==> src/rtl/fastcall_pkg.sv <==
package fastcall_pkg;
  localparam int unsigned ATTR_W = 7;

  typedef struct packed {
    logic exec;
    logic conf_ed;
    logic rw;
    logic accessed;
    logic gran;
    logic def32;
    logic avl;
  } seg_attr_t;

  localparam seg_attr_t CODE_ATTR = '{exec: 1'b1, conf_ed: 1'b0, rw: 1'b1, accessed: 1'b1,
                                      gran: 1'b1, def32: 1'b1, avl: 1'b0};
  localparam seg_attr_t DATA_ATTR = '{exec: 1'b0, conf_ed: 1'b0, rw: 1'b1, accessed: 1'b1,
                                      gran: 1'b1, def32: 1'b1, avl: 1'b0};

  typedef enum logic [1:0] {
    SLOT_SEL = 2'd0,
    SLOT_STK = 2'd1,
    SLOT_IP  = 2'd2
  } msr_slot_e;

  localparam int unsigned NUM_SLOTS = 3;
  localparam int unsigned NUM_SEGS  = 2;
endpackage

==> src/rtl/fastcall_msr_bank.sv <==
module fastcall_msr_bank #(
  parameter int unsigned XLEN     = 32,
  parameter int unsigned IDX_W    = 32,
  parameter int unsigned BASE_IDX = 32'h174
) (
  input  logic            clk_i,
  input  logic            rst_ni,
  input  logic            wr_i,
  input  logic [IDX_W-1:0] idx_i,
  input  logic [XLEN-1:0] wdata_i,
  output logic            hit_o,
  output logic [XLEN-1:0] rdata_o,
  output logic [XLEN-1:0] sel_o,
  output logic [XLEN-1:0] stk_o,
  output logic [XLEN-1:0] ip_o
);
  import fastcall_pkg::*;

  logic [XLEN-1:0] regs_q [NUM_SLOTS];
  logic [NUM_SLOTS-1:0] match;

  for (genvar g = 0; g < NUM_SLOTS; g++) begin : g_slot
    localparam logic [IDX_W-1:0] SLOT_IDX = IDX_W'(BASE_IDX + g);
    assign match[g] = (idx_i == SLOT_IDX);

    always_ff @(posedge clk_i or negedge rst_ni) begin
      if (!rst_ni)              regs_q[g] <= '0;
      else if (wr_i && match[g]) regs_q[g] <= wdata_i;
    end
  end

  always_comb begin
    rdata_o = '0;
    for (int i = 0; i < NUM_SLOTS; i++) begin
      if (match[i]) rdata_o = regs_q[i];
    end
  end

  assign hit_o = |match;
  assign sel_o = regs_q[SLOT_SEL];
  assign stk_o = regs_q[SLOT_STK];
  assign ip_o  = regs_q[SLOT_IP];
endmodule

==> src/rtl/fastcall_guard.sv <==
module fastcall_guard #(
  parameter int unsigned XLEN = 32
) (
  input  logic            valid_i,
  input  logic            is_exit_i,
  input  logic            prot_i,
  input  logic [1:0]      cpl_i,
  input  logic [XLEN-1:0] sel_msr_i,
  output logic            fault_o,
  output logic            go_o
);
  logic bad_mode, bad_sel, bad_cpl;

  assign bad_mode = !prot_i;
  assign bad_sel  = (sel_msr_i == '0);
  assign bad_cpl  = is_exit_i && (cpl_i != 2'd0);

  assign fault_o = valid_i && (bad_mode || bad_sel || bad_cpl);
  assign go_o    = valid_i && !(bad_mode || bad_sel || bad_cpl);
endmodule

==> src/rtl/fastcall_seg_build.sv <==
module fastcall_seg_build #(
  parameter int unsigned XLEN  = 32,
  parameter int unsigned SEL_W = 16
) (
  input  logic [XLEN-1:0]  sel_msr_i,
  input  logic             is_exit_i,
  output logic [SEL_W-1:0] cs_sel_o,
  output logic [SEL_W-1:0] ss_sel_o
);
  localparam int unsigned RPL_W   = 2;
  localparam logic [SEL_W-1:0] ENTRY_SS_OFF = SEL_W'(8);
  localparam logic [SEL_W-1:0] EXIT_CS_OFF  = SEL_W'(16);
  localparam logic [SEL_W-1:0] EXIT_SS_OFF  = SEL_W'(24);

  logic [SEL_W-1:0] base, cs_raw, ss_raw;
  logic [RPL_W-1:0] rpl;

  assign base   = sel_msr_i[SEL_W-1:0];
  assign cs_raw = is_exit_i ? base + EXIT_CS_OFF : base;
  assign ss_raw = base + (is_exit_i ? EXIT_SS_OFF : ENTRY_SS_OFF);
  assign rpl    = is_exit_i ? {RPL_W{1'b1}} : {RPL_W{1'b0}};

  // offsets are multiples of 8, so bit 2 (table indicator) is kept
  assign cs_sel_o = {cs_raw[SEL_W-1:RPL_W], rpl};
  assign ss_sel_o = {ss_raw[SEL_W-1:RPL_W], rpl};
endmodule

==> src/rtl/fastcall_xfer.sv <==
module fastcall_xfer #(
  parameter int unsigned XLEN     = 32,
  parameter int unsigned SEL_W    = 16,
  parameter int unsigned BASE_IDX = 32'h174,
  parameter int unsigned FEAT_BIT = 11
) (
  input  logic                clk_i,
  input  logic                rst_ni,
  input  logic                msr_wr_i,
  input  logic [31:0]         msr_idx_i,
  input  logic [XLEN-1:0]     msr_wdata_i,
  output logic                msr_hit_o,
  output logic [XLEN-1:0]     msr_rdata_lo_o,
  output logic [XLEN-1:0]     msr_rdata_hi_o,
  input  logic                op_valid_i,
  input  logic                op_is_exit_i,
  input  logic                prot_mode_i,
  input  logic [1:0]          cpl_i,
  input  logic [XLEN-1:0]     ecx_i,
  input  logic [XLEN-1:0]     edx_i,
  output logic [SEL_W-1:0]    cs_sel_o,
  output logic [SEL_W-1:0]    ss_sel_o,
  output logic [XLEN-1:0]     cs_base_o,
  output logic [XLEN-1:0]     cs_limit_o,
  output logic [6:0]          cs_attr_o,
  output logic [XLEN-1:0]     ss_base_o,
  output logic [XLEN-1:0]     ss_limit_o,
  output logic [6:0]          ss_attr_o,
  output logic [XLEN-1:0]     esp_o,
  output logic [XLEN-1:0]     eip_o,
  output logic                clr_flags_o,
  output logic                commit_o,
  output logic                flush_o,
  output logic                gp_fault_o,
  output logic [15:0]         gp_code_o,
  output logic [XLEN-1:0]     cpuid_feat_o
);
  import fastcall_pkg::*;

  logic [XLEN-1:0] sel_msr, stk_msr, ip_msr;
  logic            fault, go;
  logic [SEL_W-1:0] cs_sel_d, ss_sel_d;

  fastcall_msr_bank #(.XLEN(XLEN), .IDX_W(32), .BASE_IDX(BASE_IDX)) u_bank (
    .clk_i   (clk_i),
    .rst_ni  (rst_ni),
    .wr_i    (msr_wr_i),
    .idx_i   (msr_idx_i),
    .wdata_i (msr_wdata_i),
    .hit_o   (msr_hit_o),
    .rdata_o (msr_rdata_lo_o),
    .sel_o   (sel_msr),
    .stk_o   (stk_msr),
    .ip_o    (ip_msr)
  );

  fastcall_guard #(.XLEN(XLEN)) u_guard (
    .valid_i   (op_valid_i),
    .is_exit_i (op_is_exit_i),
    .prot_i    (prot_mode_i),
    .cpl_i     (cpl_i),
    .sel_msr_i (sel_msr),
    .fault_o   (fault),
    .go_o      (go)
  );

  fastcall_seg_build #(.XLEN(XLEN), .SEL_W(SEL_W)) u_seg (
    .sel_msr_i (sel_msr),
    .is_exit_i (op_is_exit_i),
    .cs_sel_o  (cs_sel_d),
    .ss_sel_o  (ss_sel_d)
  );

  // segment caches: index 0 = code, 1 = stack
  logic [SEL_W-1:0] sel_d   [NUM_SEGS];
  seg_attr_t        attr_d  [NUM_SEGS];
  logic [SEL_W-1:0] sel_q   [NUM_SEGS];
  seg_attr_t        attr_q  [NUM_SEGS];
  logic [XLEN-1:0]  base_q  [NUM_SEGS];
  logic [XLEN-1:0]  limit_q [NUM_SEGS];

  assign sel_d[0]  = cs_sel_d;
  assign sel_d[1]  = ss_sel_d;
  assign attr_d[0] = CODE_ATTR;
  assign attr_d[1] = DATA_ATTR;

  for (genvar s = 0; s < NUM_SEGS; s++) begin : g_seg
    always_ff @(posedge clk_i or negedge rst_ni) begin
      if (!rst_ni) begin
        sel_q[s]   <= '0;
        attr_q[s]  <= '0;
        base_q[s]  <= '0;
        limit_q[s] <= '0;
      end else if (go) begin
        sel_q[s]   <= sel_d[s];
        attr_q[s]  <= attr_d[s];
        base_q[s]  <= '0;
        limit_q[s] <= '1;
      end
    end
  end

  logic [XLEN-1:0] esp_q, eip_q;
  logic commit_q, clr_q, fault_q;

  always_ff @(posedge clk_i or negedge rst_ni) begin
    if (!rst_ni) begin
      esp_q    <= '0;
      eip_q    <= '0;
      commit_q <= 1'b0;
      clr_q    <= 1'b0;
      fault_q  <= 1'b0;
    end else begin
      commit_q <= go;
      clr_q    <= go && !op_is_exit_i;
      fault_q  <= fault;
      if (go) begin
        esp_q <= op_is_exit_i ? ecx_i : stk_msr;
        eip_q <= op_is_exit_i ? edx_i : ip_msr;
      end
    end
  end

  assign cs_sel_o       = sel_q[0];
  assign ss_sel_o       = sel_q[1];
  assign cs_base_o      = base_q[0];
  assign cs_limit_o     = limit_q[0];
  assign cs_attr_o      = attr_q[0];
  assign ss_base_o      = base_q[1];
  assign ss_limit_o     = limit_q[1];
  assign ss_attr_o      = attr_q[1];
  assign esp_o          = esp_q;
  assign eip_o          = eip_q;
  assign commit_o       = commit_q;
  assign flush_o        = commit_q;
  assign clr_flags_o    = clr_q;
  assign gp_fault_o     = fault_q;
  assign gp_code_o      = '0;
  assign msr_rdata_hi_o = '0;
  assign cpuid_feat_o   = XLEN'(1) << FEAT_BIT;
endmodule

==> config.mk <==
export PLATFORM = sky130hd
export DESIGN_NAME = fastcall_xfer
export DESIGN_NICKNAME = d
export VERILOG_FILES = /design/src/rtl/fastcall_pkg.sv /design/src/rtl/fastcall_msr_bank.sv /design/src/rtl/fastcall_guard.sv /design/src/rtl/fastcall_seg_build.sv /design/src/rtl/fastcall_xfer.sv
export SDC_FILE = /design/constraint.sdc
export NUM_CORES = 1
export LEC_CHECK = 0
export BUFFER_PORTS_ARGS = -buffer_cell sky130_fd_sc_hd__buf_2
export CAP_MARGIN = 20
export CELL_PAD_IN_SITES_DETAIL_PLACEMENT = 1
export CELL_PAD_IN_SITES_GLOBAL_PLACEMENT = 2
export CORE_MARGIN = 2
export CORE_UTILIZATION = 29
export CTS_BUF_LIST = sky130_fd_sc_hd__clkbuf_2 sky130_fd_sc_hd__clkbuf_4 sky130_fd_sc_hd__clkbuf_8
export DETAILED_ROUTE_END_ITERATION = 7
export PLACE_DENSITY_LB_ADDON = 0.1
export SLEW_MARGIN = 30
export SYNTH_ARGS = -nofsm -noshare
export SYNTH_HDL_FRONTEND = slang
export SYNTH_HIERARCHICAL = 1
export SYNTH_SLANG_ARGS = --single-unit
==> constraint.sdc <==
create_clock -name clk_i -period 2.4 [get_ports clk_i]
set_clock_uncertainty 0.05 [all_clocks]
set_input_delay 0.12 -clock clk_i [delete_from_list [all_inputs] [get_ports clk_i]]
set_output_delay 0.12 -clock clk_i [all_outputs]
set_load 0.02 [all_outputs]
======== Yosys cells after proc, flatten, opt, wreduce, memory -nomap -nowiden ========
Cells that the tools add are included.
word-level totals
  word-level logic and storage cells ...... 40
  output and inout bits ................... 355
  flip-flop bits (word level) ............. 197
cells by class
  equality and inequality tests ........... 3
  add/subtract/negate cells ............... 2
  muxes and demuxes ....................... 8
  reductions and logical operators ........ 15
operators by type and width
  operator                                               number
  two-way mux 32 bit                                     5
  equality test 32 x 9 -> 1 bit (second input constant)  3
  zero test 32 bit                                       1
  adder 16 bit                                           1
  adder 16 x 5 -> 16 bit (second input constant)         1
  two-way mux 16 bit                                     1
  logical AND 1 bit                                      7
  two-way mux 5 bit                                      1
  zero test 1 bit                                        3
  OR reduction 3 bit                                     1
  logical OR 1 bit                                       2
  two-way mux 2 bit                                      1
  nonzero test 2 bit                                     1

======== Depth between registers and ports, before layout ========
Gate-level depths: netlist of run 1.
  depth in word-level cells ............... 6
  depth in mapped cells ................... 9

======== Modules after synthesis ========
The synthesis of run 1 kept the hierarchy.
by module, submodules not included
  module              area each (um^2)  times used  cells each
  fastcall_xfer       5960.7            1           575
  fastcall_msr_bank   4574.4            1           364
  fastcall_seg_build  534.3             1           70
  fastcall_guard      118.9             1           15

======== Least setup slack after synthesis of run 1 ========
OpenSTA, ideal clock, no wires.
  path kind ............................... reg-to-output
  start ................................... register ss_attr_o[1] (netlist name)
  end ..................................... output port cs_attr_o[2]
  cell stages (with the launch flop) ...... 2
  required time ........................... 2.230 ns
  buffers on the path ..................... 1
  slack ................................... 0.401 ns
  arrival time ............................ 1.829 ns
  path through ............................ dfrtp_1 -> buf_4
RTL lines
  element        RTL line             text
  end, declared  fastcall_xfer.sv:25  output logic [6:0] cs_attr_o,

======== Final worst setup path of run 1 ========
  start ................................... register u_bank.regs_q (netlist bit u_bank/sel_o[15])
  end ..................................... register attr_q (netlist bit ss_attr_o[1])
between the ends
  longest elaborated chain between the ends .. 5
ends and longest elaborated chain
  element                          RTL line                 text
  start, declared                  fastcall_msr_bank.sv:19  logic [XLEN-1:0] regs_q [NUM_SLOTS];
  start signal, assigned by index  fastcall_msr_bank.sv:28  else if (wr_i && match[g]) regs_q[g] <= wdata_i;
  zero test 32 bit                 fastcall_guard.sv:15     assign bad_sel = (sel_msr_i == '0);
  logical OR 1 bit (2 in series)   fastcall_guard.sv:19     assign go_o = valid_i && !(bad_mode || bad_sel || bad_cpl);
  zero test 1 bit                  fastcall_guard.sv:19
  logical AND 1 bit                fastcall_guard.sv:19
  net go                           fastcall_xfer.sv:41      logic fault, go;
  end signal, assigned by index    fastcall_xfer.sv:96      attr_q[s] <= attr_d[s];
  end, declared                    fastcall_xfer.sv:78      seg_attr_t attr_q [NUM_SEGS];
The timed path passes the listed nets, and every way through them passes these cells.
A chain may end at the register's enable or synchronous reset.

==> summary.txt, run 1 <==
Critical path
  • Reg2reg setup slack: roughly 0.14 ns
  • Reg-to-reg critical path endpoint: ss_attr_o[1]$_DFFE_PN0P_
  • Reg2Reg Depth: 6
  • Crit path launch: u_bank/sel_o[15]$_DFFE_PN0P_
  • Worst R2R Start: u_bank/sel_o[15]$_DFFE_PN0P_
  • CP endpoint: ss_attr_o[1]$_DFFE_PN0P_
  • Crit path launch type: flip-flop
  • CP max FO: slightly below 90
  • Crit path kind: reg2reg
  • CP endpoint kind: flip-flop
  • Crit path DAT: about 2.6 ns
  • CP required: between 2 and 3 ns

Layout
  • Post-layout nets: approximately 1500
  • Antenna cells: 0
  • Final non-filler cell total: about 1900
  • Most frequent cells in the layout: buf_2, dfrtp_1, conb_1, nor2_1, dlygate4sd3_1
  • Most common cell after layout, fill and taps aside: buf_2
  • Syn-to-layout area delta: 23.13%
  • Fraction of layout cells with a size suffix above 1: a little under two fifths
  • Area of the multi-input gates: between 4000 and 5000 µm²
  • Fillers: 4424
  • Register area: around 5000 µm²

Timing
  • Slew Limit Fails: 0
  • Max Fclk: ~440 MHz
  • Fin crit period: between 2 and 2.5 ns
  • Slew HR: a little over three fifths
  • Final Setup Violations: 0
  • Slack of the critical path: 0.1393 ns
  • RSZ-0062 raised after global routing: false
  • Worst Tran Pin Value: around 0.56 ns
  • Fin. Hold Viols: 0
  • Setup TNS: 0 ns
  • Final period utilization: between 90% and 100%

GRT
  • Largest net degree at the start of global routing: just under 90
  • Overflow after GRT: 0
  • GR Util All Layers: roughly 17%
  • Vias in the first global route: around 8600
  • Initial antenna violation count: 1
  • First-pass GRT wire length: between 50000 and 60000 µm

Routing
  • Final wirelength: ~35000 µm
  • Remaining DRCs: 0
  • Detail Route Antenna Nets: 0
  • Post-DR vias/cell: approximately 4.3
  • Via count: around 8100
  • Iteration-0 DRC Markers: 270
  • Drt first pass iters: 4
  • Drt wl/cell: 18.39 µm

Clock tree
  • Htree depth: 4
  • Clock Tree Buf Depth: 2
  • Root Buffer: clkbuf_8
  • TritonCTS clock tree: done
  • Worst skew pair latency: approximately 0.5 ns
  • CTS Buf Count: 17
  • Reg clk slew, reported paths: about 0.11 ns
  • CTS sink cnt: just under 200
  • Resize count post-CTS: 0

Synth
  • Post-synthesis sequential area ratio: between 40 and 50%
  • Mapped Cells: roughly 1000
  • Post-synthesis register bit count: between 150 and 200
  • Top cells by area, synth: dfrtp_1, buf_4, mux2_2
  • Avg Inst Size Synth: around 11 µm²
  • Yosys top cell by area: dfrtp_1
  • Cell area after synthesis: between 10000 and 15000 µm²
  • Synth unique cells: 38
  • Synth warn: 6
  • Post-synth top area share: a little over two fifths

Power
  • Maximum VDD drop: between 300 and 400 µV
  • Pwr dens: between 400 and 500 nW/µm²
  • Pwr Total: 6.404 mW
  • P_leak: 7.695 nW

Place
  • Cells after DPL: 1774
  • GP Congestion: 0.7390
  • HPWL Detailed: around 26000 µm
  • Port Buffers: between 300 and 400
  • Setup WS pre-CTS: between 0.1 and 0.15 ns

Floorplan
  • I/O pin count: slightly below 500
  • Row count: between 70 and 80
  • Die span in y: 200.4 µm
  • Die Area: 40170 µm²
  • Die W: ~200 µm
  • Core area: between 30000 and 40000 µm²
  • Initial Utilization: between 20% and 30%

Outcome
  • Status: finished clean

Job
  • Max cap viols: 0

Worst hold path
  • Worst hold path class: in2reg
how the worst min path moves through the flow:
stage	cells after the start	slack [ns]	startpoint	to
after global routing	3	0.05	op_is_exit_i	eip_o[10]$_DFFE_PN0P_
after floorplan	0	-0.23	rst_ni	clr_flags_o$_DFF_PN0_
after global placement	1	0.03	rst_ni	esp_o[15]$_DFFE_PN0P_
after CTS	3	0.009	op_is_exit_i	eip_o[10]$_DFFE_PN0P_
after detailed placement	1	0.04	rst_ni	esp_o[15]$_DFFE_PN0P_
final	3	0.05	op_is_exit_i	eip_o[10]$_DFFE_PN0P_
registers in the layout, summed over array words and instances, names as in the netlist:
name and flops:
ss_sel_o 16, clr_flags_o 1, cs_sel_o 16, ss_attr_o 1
esp_o 32, commit_o 1, u_bank/stk_o 32, eip_o 32
u_bank/sel_o 32, u_bank/ip_o 32, gp_fault_o 1
where the power goes:
part	total [mW]	switching, mW	internal, mW
clock network	2.37	1.39	0.980
registers	3.30	0.000160	3.30
logic	0.734	0.473	0.261
worst max-delay path: stages, from the launching register on:
cell      delay, ns
dfrtp_1        0.47
nor4_1         0.48
nand4_1        0.18
o211ai_2       0.24
nor2_4         0.10
buf_12         0.19
or2_1          0.31
timing repair:
item | 4_1_cts | 5_1_grt
setup buffers | 0 | 0
hold buffers | 99 | 0
hold endpoints to repair | 357 | 0
layout make-up:
type	count	area share (%)
clock buffer	17	1.698
clock inverter	15	1.390
sequential	196	35.60
timing repair buffer	473	22.29
tap	511	4.641
multi-input combinational	687	34.21
inverter	6	0.1635
stage by stage:
step | utilization (%) | hold WS [ns] | instance area (µm²)
3_3_place_gp | 32.66 | 0.02939 | 12360
6_report | 36.40 | 0.05152 | 13780
3_5_place_dp | 32.66 | 0.03517 | 12360
2_1_floorplan | - | -0.2256 | 11740
5_1_grt | 36.40 | 0.04988 | 13780
4_1_cts | 36.40 | 0.009338 | 13780
synth_stat cells (all sizes together):
| cell type | instances |
|---|---|
| nand2b | 1 |
| ha | 2 |
| o21ai | 1 |
| dfrtp | 196 |
| nand4 | 8 |
| nand3 | 1 |
| nor4 | 16 |
| nor2b | 2 |
| nor4b | 3 |
| and4bb | 2 |
| nor3 | 7 |
| and2 | 1 |
| mux2i | 96 |
| or2b | 1 |
| xnor2 | 4 |
| mux2 | 129 |
| fa | 1 |
| xor2 | 17 |
| or2 | 2 |
| clkbuf | 15 |
| nand2 | 7 |
| conb | 2 |
| nor2 | 138 |
| a21oi | 98 |
| inv | 6 |
| buf | 267 |
| o211ai | 1 |
logic make-up after synthesis:
family          Yosys count  share of synthesized area [%]
mux                     225                          21.57
flops                   196                          43.84
simple gates            189                          8.835
compound gates          100                          4.540
xor+xnor                 21                          1.644
fa+ha+maj                 3                         0.4026
buf+inv                 288                          19.10
other cells               2                        0.06712
metal layers:
| metal | GRT usage [%] | up-vias | routed length [µm] |
|---|---|---|---|
| met3 | 3.782 | 17 | 1922 |
| met1 | 22.07 | 3990 | 15280 |
| met5 | 0 | - | 7 |
| li1 | - | 3794 | - |
| met4 | 4.048 | 2 | 385 |
| met2 | 29.77 | 294 | 17440 |
Note: power is estimated with default switching activity, not from simulation.
==> run 2, diff against run 1 <==
--- a/config.mk
+++ b/config.mk
@@ -14,6 +14,7 @@
 export CTS_BUF_LIST = sky130_fd_sc_hd__clkbuf_2 sky130_fd_sc_hd__clkbuf_4 sky130_fd_sc_hd__clkbuf_8
 export DETAILED_ROUTE_END_ITERATION = 7
 export PLACE_DENSITY_LB_ADDON = 0.1
+export SETUP_SLACK_MARGIN = 0.3
 export SLEW_MARGIN = 30
 export SYNTH_ARGS = -nofsm -noshare
 export SYNTH_HDL_FRONTEND = slang
==> run 2 against run 1 <==
Against the previous run:
- non-clock buffer count rose by 9
- critical path type unchanged
- register-to-register slack improved by 0.17 ns
- via count rose by 1.5%
- largest power group unchanged
- critical path depth rose by 2
- highest routed layer unchanged
- first-iteration DRC count rose by 12%
- critical endpoint is now esp_o[1]$_DFFE_PN0P_
- power rose by 0.14%
==> summary.txt, run 2 (synthesized netlist as in run 1, its figures left out) <==
Floorplan
  • Core area: 37840 µm² (unchanged)
  • Initial Utilization: 29.56% (unchanged)
  • Die span in y: 200.4 µm (unchanged)
  • Die W: 200.4 µm (unchanged)
  • I/O pin count: 491 (unchanged)
  • Die Area: 40170 µm² (unchanged)
  • Row count: 71 (unchanged)

Clock tree
  • CTS Buf Count: 17 (unchanged)
  • Worst skew pair latency: 0.50 ns (about the same)
  • Root Buffer: clkbuf_8 (unchanged)
  • Htree depth: 4 (unchanged)
  • Reg clk slew, reported paths: 0.11 ns (about the same)
  • Clock Tree Buf Depth: 2 (unchanged)
  • CTS sink cnt: 196 (unchanged)
  • TritonCTS clock tree: done (unchanged)

GRT
  • GR Util All Layers: 17.26% (was 17.28%)
  • Met2 usage: 29.77% (unchanged)
  • First-pass GRT wire length: 53490 µm (was 53530 µm)
  • GR Util met3: 3.782% (unchanged)
  • Met1 usage: 22.03% (was 22.07%)
  • Initial antenna violation count: 2 (was 1)
  • Vias in the first global route: 8555 (was 8558)
  • Largest net degree at the start of global routing: 88 (unchanged)
  • Most used routing layer: met2 (unchanged)
  • Overflow after GRT: 0 (unchanged)

Timing
  • Final period utilization: 87.17% (was 94.20%)
  • Max Fclk: 478.0 MHz (was 442.3 MHz)
  • Final Setup Violations: 0 (unchanged)
  • Worst Tran Pin Value: 0.5668 ns (was 0.5625 ns)
  • Fin crit period: 2.092 ns (was 2.261 ns)
  • Slack of the critical path: 0.3078 ns (was 0.1393 ns)
  • Fin. Hold Viols: 0 (unchanged)
  • Slew Limit Fails: 0 (unchanged)
  • Setup TNS: 0 ns (unchanged)
  • RSZ-0062 raised after global routing: true (was false)
  • Slew HR: 62.21% (was 62.50%)

Place
  • Setup WS pre-CTS: 0.1465 ns (unchanged)
  • HPWL Detailed: 25830 µm (unchanged)
  • Port Buffers: 341 (unchanged)
  • GP Congestion: 0.7390 (unchanged)

Routing
  • Via count: 8222 (was 8097)
  • Drt first pass iters: 4 (unchanged)
  • Iteration-0 DRC Markers: 302 (was 270)
  • Drt wl/cell: 19.08 µm (was 18.39 µm)
  • Detail Route Antenna Nets: 0 (unchanged)
  • Final wirelength: 36530 µm (was 35040 µm)
  • Post-DR vias/cell: 4.296 (was 4.250)
  • Remaining DRCs: 0 (unchanged)

Power
  • P_leak: 7.785 nW (was 7.695 nW)
  • Maximum VDD drop: 336.3 µV (was 336.2 µV)
  • Pwr dens: 458.4 nW/µm² (was 464.8 nW/µm²)

Layout
  • Antenna cells: 0 (unchanged)
  • Most common cell after layout, fill and taps aside: buf_2 (unchanged)
  • Most frequent cells in the layout: buf_2, dfrtp_1, conb_1, nor2_1, dlygate4sd3_1 (unchanged)
  • Register area: 4908 µm² (was 4905 µm²)
  • Syn-to-layout area delta: 25.02% (was 23.13%)
  • Fillers: 4417 (was 4424)
  • Fraction of layout cells with a size suffix above 1: 39.06% (was 37.66%)
  • Area of the multi-input gates: 4800 µm² (was 4713 µm²)
  • Post-layout nets: 1529 (was 1520)

Critical path
  • CP max FO: 23 (was 87)
  • CP max stage delay: 0.42 ns (was 0.48 ns)
  • CP max stage cell: dfrtp_1 (was nor4_1)
  • CP required: 2.74 ns (about the same)
  • CP endpoint kind: flip-flop (unchanged)
  • Crit-path cells: nor4_2 -> nand4_1 -> o211ai_2 -> nor2_4 -> buf_4 -> clkbuf_16 -> nor2_1 -> a21oi_1 (was nor4_1 -> nand4_1 -> o211ai_2 -> nor2_4 -> buf_12 -> or2_1)
  • Crit path DAT: 2.43 ns (was 2.60 ns)
  • Crit path launch type: flip-flop (unchanged)
  • Crit path kind: reg2reg (unchanged)

Outcome
  • Status: finished clean (unchanged)

Worst hold path
  • Worst hold path class: in2reg (unchanged)

Job
  • Max cap viols: 0 (unchanged)
## run 2: routing by layer
| layer | routed length [µm] | part of all wire (%) | vias up |
|---|---|---|---|
| li1 | - | - | 3806 |
| met1 | 16070 | 44 | 4099 |
| met2 | 18130 | 50 | 297 |
| met3 | 1929 | 5.3 | 18 |
| met4 | 384 | 1.1 | 2 |
| met5 | 7 | 0.019 | - |
## run 2: cell type report
| type | count | share of cell area [%] |
|---|---|---|
| repair buffers | 482 | 22.82 |
| clock inverters | 15 | 1.369 |
| flip-flops and latches | 196 | 35.09 |
| inverters | 6 | 0.1610 |
| well taps | 511 | 4.571 |
| clock buffers | 17 | 1.673 |
| multi-input cells | 687 | 34.31 |
## run 2: final timing paths
check	depth (start not counted)	slack, ns	start	to
setup / recovery	8	0.31	u_bank/sel_o[23]$_DFFE_PN0P_	esp_o[1]$_DFFE_PN0P_
hold / removal	3	0.05	op_is_exit_i	eip_o[10]$_DFFE_PN0P_
setup reg to reg	8	0.31	u_bank/sel_o[23]$_DFFE_PN0P_	esp_o[1]$_DFFE_PN0P_
hold reg to reg	1	0.44	ss_sel_o[15]$_DFFE_PN0P_	ss_sel_o[15]$_DFFE_PN0P_
max in group asynchronous	3	1.47	rst_ni	u_bank/sel_o[19]$_DFFE_PN0P_
min in group asynchronous	2	0.08	rst_ni	eip_o[15]$_DFFE_PN0P_
## run 2: where the power goes
| part | internal (mW) | switching (mW) | leakage [nW] |
|---|---|---|---|
| combinational | 0.262 | 0.476 | 4.84 |
| clock | 0.980 | 1.39 | 0.209 |
| sequential | 3.30 | 0.000156 | 2.73 |
| total | 4.54 | 1.87 | 7.78 |
## run 2: per-stage QoR
stage                     cell area, µm²  instances  utilization (%)  hold slack [ns]  power (mW)
after floorplan                    11740       1171                -          -0.2256       3.907
after CTS                          13810       1905            36.48         0.009338       6.532
after detailed placement           12360       1774            32.66          0.03517       3.976
final                              13990       1914            36.96          0.05201       6.412
after global placement             12360       1774            32.66          0.02939       3.973
after global routing               13990       1914            36.96          0.04988       6.712
## run 2: critical path, delay by kind of cell, from the launching register on
kind | cells | cell delay (ns)
and+or+nand+nor | 4 | 0.82
buffers and inverters | 2 | 0.37
DFF | 1 | 0.42
AOI/OAI and AO/OA | 2 | 0.32
## run 2: repair_timing
item,4_1_cts,5_1_grt
setup endpoints to repair,104,166
gates resized for setup,7,19
setup buffers,0,6
hold buffers,99,0
pin swaps,2,4
cloned,0,3
endpoints found under the hold margin,357,0
==> run 3, diff against run 2 <==
--- a/config.mk
+++ b/config.mk
@@ -13,7 +13,7 @@
 export CORE_UTILIZATION = 29
 export CTS_BUF_LIST = sky130_fd_sc_hd__clkbuf_2 sky130_fd_sc_hd__clkbuf_4 sky130_fd_sc_hd__clkbuf_8
 export DETAILED_ROUTE_END_ITERATION = 7
-export PLACE_DENSITY_LB_ADDON = 0.1
+export PLACE_DENSITY = 0.81
 export SETUP_SLACK_MARGIN = 0.3
 export SLEW_MARGIN = 30
 export SYNTH_ARGS = -nofsm -noshare
==> run 3 against run 2 <==
Against the previous run:
- non-clock buffer count grew 9
- sequential power is essentially flat
- clock-buffer cell count grew 3
- hold slack gained 0.015 ns
- register-to-register slack lost 0.17 ns
- combinational power is essentially flat
- sequential cell count is the same
- cell area shrank 0.46%
- sequential share of layout area grew 0.17 points
- critical endpoint is now ss_sel_o[1]$_DFFE_PN0P_
- via count grew 1.2%
- largest power group unchanged
- die area is the same
- power shrank 3.2%
==> summary.txt, run 3 (synthesized netlist as in run 1, its figures left out) <==
Critical path
  • Crit path launch: u_bank/sel_o[1]$_DFFE_PN0P_ (was u_bank/sel_o[23]$_DFFE_PN0P_)
  • CP required: 2.74 ns (about the same)
  • Worst R2R Start: u_bank/sel_o[1]$_DFFE_PN0P_ (was u_bank/sel_o[23]$_DFFE_PN0P_)
  • Reg2reg setup slack: 0.14 ns (was 0.31 ns)
  • Crit path kind: reg2reg (unchanged)
  • CP max FO: 26 (was 23)
  • CP endpoint: ss_sel_o[1]$_DFFE_PN0P_ (was esp_o[1]$_DFFE_PN0P_)
  • CP endpoint kind: flip-flop (unchanged)
  • Crit path DAT: 2.60 ns (was 2.43 ns)
  • Crit path launch type: flip-flop (unchanged)
  • Reg2Reg Depth: 6 (was 8)
  • Reg-to-reg critical path endpoint: ss_sel_o[1]$_DFFE_PN0P_ (was esp_o[1]$_DFFE_PN0P_)

Timing
  • Max Fclk: 441.9 MHz (was 478.0 MHz)
  • Slew Limit Fails: 0 (unchanged)
  • Final period utilization: 94.30% (was 87.17%)
  • Final hold slack: 0.06739 ns (was 0.05201 ns)
  • Fin crit period: 2.263 ns (was 2.092 ns)
  • Slew HR: 61.92% (was 62.21%)
  • Final Setup Violations: 0 (unchanged)
  • Fin. Hold Viols: 0 (unchanged)
  • RSZ-0062 raised after global routing: true (unchanged)
  • Worst Tran Pin Value: 0.5712 ns (was 0.5668 ns)

Clock tree
  • CTS Buf Count: 17 (unchanged)
  • CTS sink cnt: 196 (unchanged)
  • Worst skew pair latency: 0.52 ns (was 0.50 ns)
  • Root Buffer: clkbuf_8 (unchanged)
  • TritonCTS clock tree: done (unchanged)
  • Reg clk slew, reported paths: 0.12 ns (was 0.11 ns)
  • Htree depth: 4 (unchanged)
  • Clock Tree Buf Depth: 2 (unchanged)

Routing
  • Detail Route Antenna Nets: 0 (unchanged)
  • Remaining DRCs: 0 (unchanged)
  • Drt wl/cell: 18.21 µm (was 19.08 µm)
  • Drt first pass iters: 4 (unchanged)
  • Final wirelength: 35020 µm (was 36530 µm)
  • Post-DR vias/cell: 4.328 (was 4.296)
  • Iteration-0 DRC Markers: 233 (was 302)
  • Via count: 8322 (was 8222)

GRT
  • Largest net degree at the start of global routing: 69 (was 88)
  • Vias in the first global route: 8805 (was 8555)
  • Overflow after GRT: 0 (unchanged)
  • Initial antenna violation count: 1 (was 2)
  • GR Util All Layers: 17.17% (was 17.26%)
  • First-pass GRT wire length: 53140 µm (was 53490 µm)

Layout
  • Finished Core Util: 36.79% (was 36.96%)
  • Fillers: 4369 (was 4417)
  • Fraction of layout cells with a size suffix above 1: 38.98% (was 39.06%)
  • Syn-to-layout area delta: 24.45% (was 25.02%)
  • Post-layout nets: 1538 (was 1529)
  • Most common cell after layout, fill and taps aside: buf_2 (unchanged)
  • Finished Cell Area: 13920 µm² (was 13990 µm²)
  • Most frequent cells in the layout: buf_2, dfrtp_1, conb_1, nor2_1, dlygate4sd3_1 (unchanged)

Place
  • HPWL Detailed: 26010 µm (was 25830 µm)
  • Port Buffers: 341 (unchanged)
  • GP Congestion: 0.7692 (was 0.7390)
  • Placed cell areas: 12430 µm² (was 12360 µm²)

Floorplan
  • Die W: 200.4 µm (unchanged)
  • Die Area: 40170 µm² (unchanged)
  • Core area: 37840 µm² (unchanged)
  • Initial Utilization: 29.56% (unchanged)
  • Die span in y: 200.4 µm (unchanged)
  • I/O pin count: 491 (unchanged)
  • Row count: 71 (unchanged)

Job
  • Max cap viols: 0 (unchanged)

Power
  • P_leak: 7.776 nW (was 7.785 nW)
  • Maximum VDD drop: 374.2 µV (was 336.3 µV)
  • Pwr dens: 445.8 nW/µm² (was 458.4 nW/µm²)

Worst hold path
  • Worst hold path class: in2async (was in2reg)

Outcome
  • Status: finished clean (unchanged)
-- run 3: where the power goes --
part / internal, mW / total (mW) / leakage (nW) / switching (mW)
logic: 0.263 / 0.738 / 4.85 / 0.475
clock network: 0.827 / 2.17 / 0.194 / 1.34
registers: 3.30 / 3.30 / 2.73 / 0.000192
total: 4.39 / 6.21 / 7.78 / 1.82
-- run 3: routing by layer --
metal | share of wire, % | vias up | wire length [µm] | track usage, %
met5 | 0 | - | 0 | 0
met4 | 0.99 | 0 | 346 | 4.048
met3 | 5.6 | 20 | 1971 | 3.912
met2 | 52 | 303 | 18290 | 31.11
met1 | 41 | 4156 | 14410 | 20.57
li1 | - | 3843 | - | -
-- run 3: final cells by class --
type                    count  area, µm²  share of cell area [%]
multi-input cells         687       4763                   34.21
flip-flops and latches    196       4910                   35.26
well taps                 511      639.4                   4.592
diodes                      1      2.502                 0.01797
clock buffers              20      269.0                   1.932
inverters                   6      22.52                  0.1618
repair buffers            491       3204                   23.01
clock inverters            11      112.6                  0.8088
-- run 3: worst max-delay path, cell delays in order (launching register included) --
cell      delay (ns)
dfrtp_1         0.45
nor4_2          0.49
nand4_1         0.22
o211ai_2        0.27
nor2_4          0.15
buf_12          0.19
mux2_1          0.32
-- run 3: metrics by stage --
step,TNS [ns],setup WS (ns),std cells,power (mW)
2_1_floorplan,0,0.4012,1171,3.907
3_3_place_gp,-3.378,-0.04619,1785,3.963
3_5_place_dp,-6.085,-0.08546,1785,3.971
4_1_cts,0,0.1992,1920,6.306
5_1_grt,0,0.1563,1922,6.485
6_report,0,0.1369,1923,6.207
-- run 3: worst min path at each step --
stage,end,slack [ns],from
floorplan,clr_flags_o$_DFF_PN0_,-0.23,rst_ni
global placement,eip_o[13]$_DFFE_PN0P_,0.04,rst_ni
detailed placement,u_bank/stk_o[13]$_DFFE_PN0P_,0.05,rst_ni
CTS,cs_sel_o[4]$_DFFE_PN0P_,0.02,op_is_exit_i
global route,cs_sel_o[4]$_DFFE_PN0P_,0.04,op_is_exit_i
finish,esp_o[12]$_DFFE_PN0P_,0.07,rst_ni
-- run 3: what timing repair did --
action | 4_1_cts | 5_1_grt
pin swaps | 4 | 3
hold buffers | 99 | 0
endpoints found under the setup margin | 131 | 101
buffers inserted | 5 | 2
gates resized for setup | 11 | 4
endpoints found under the hold margin | 345 | 0
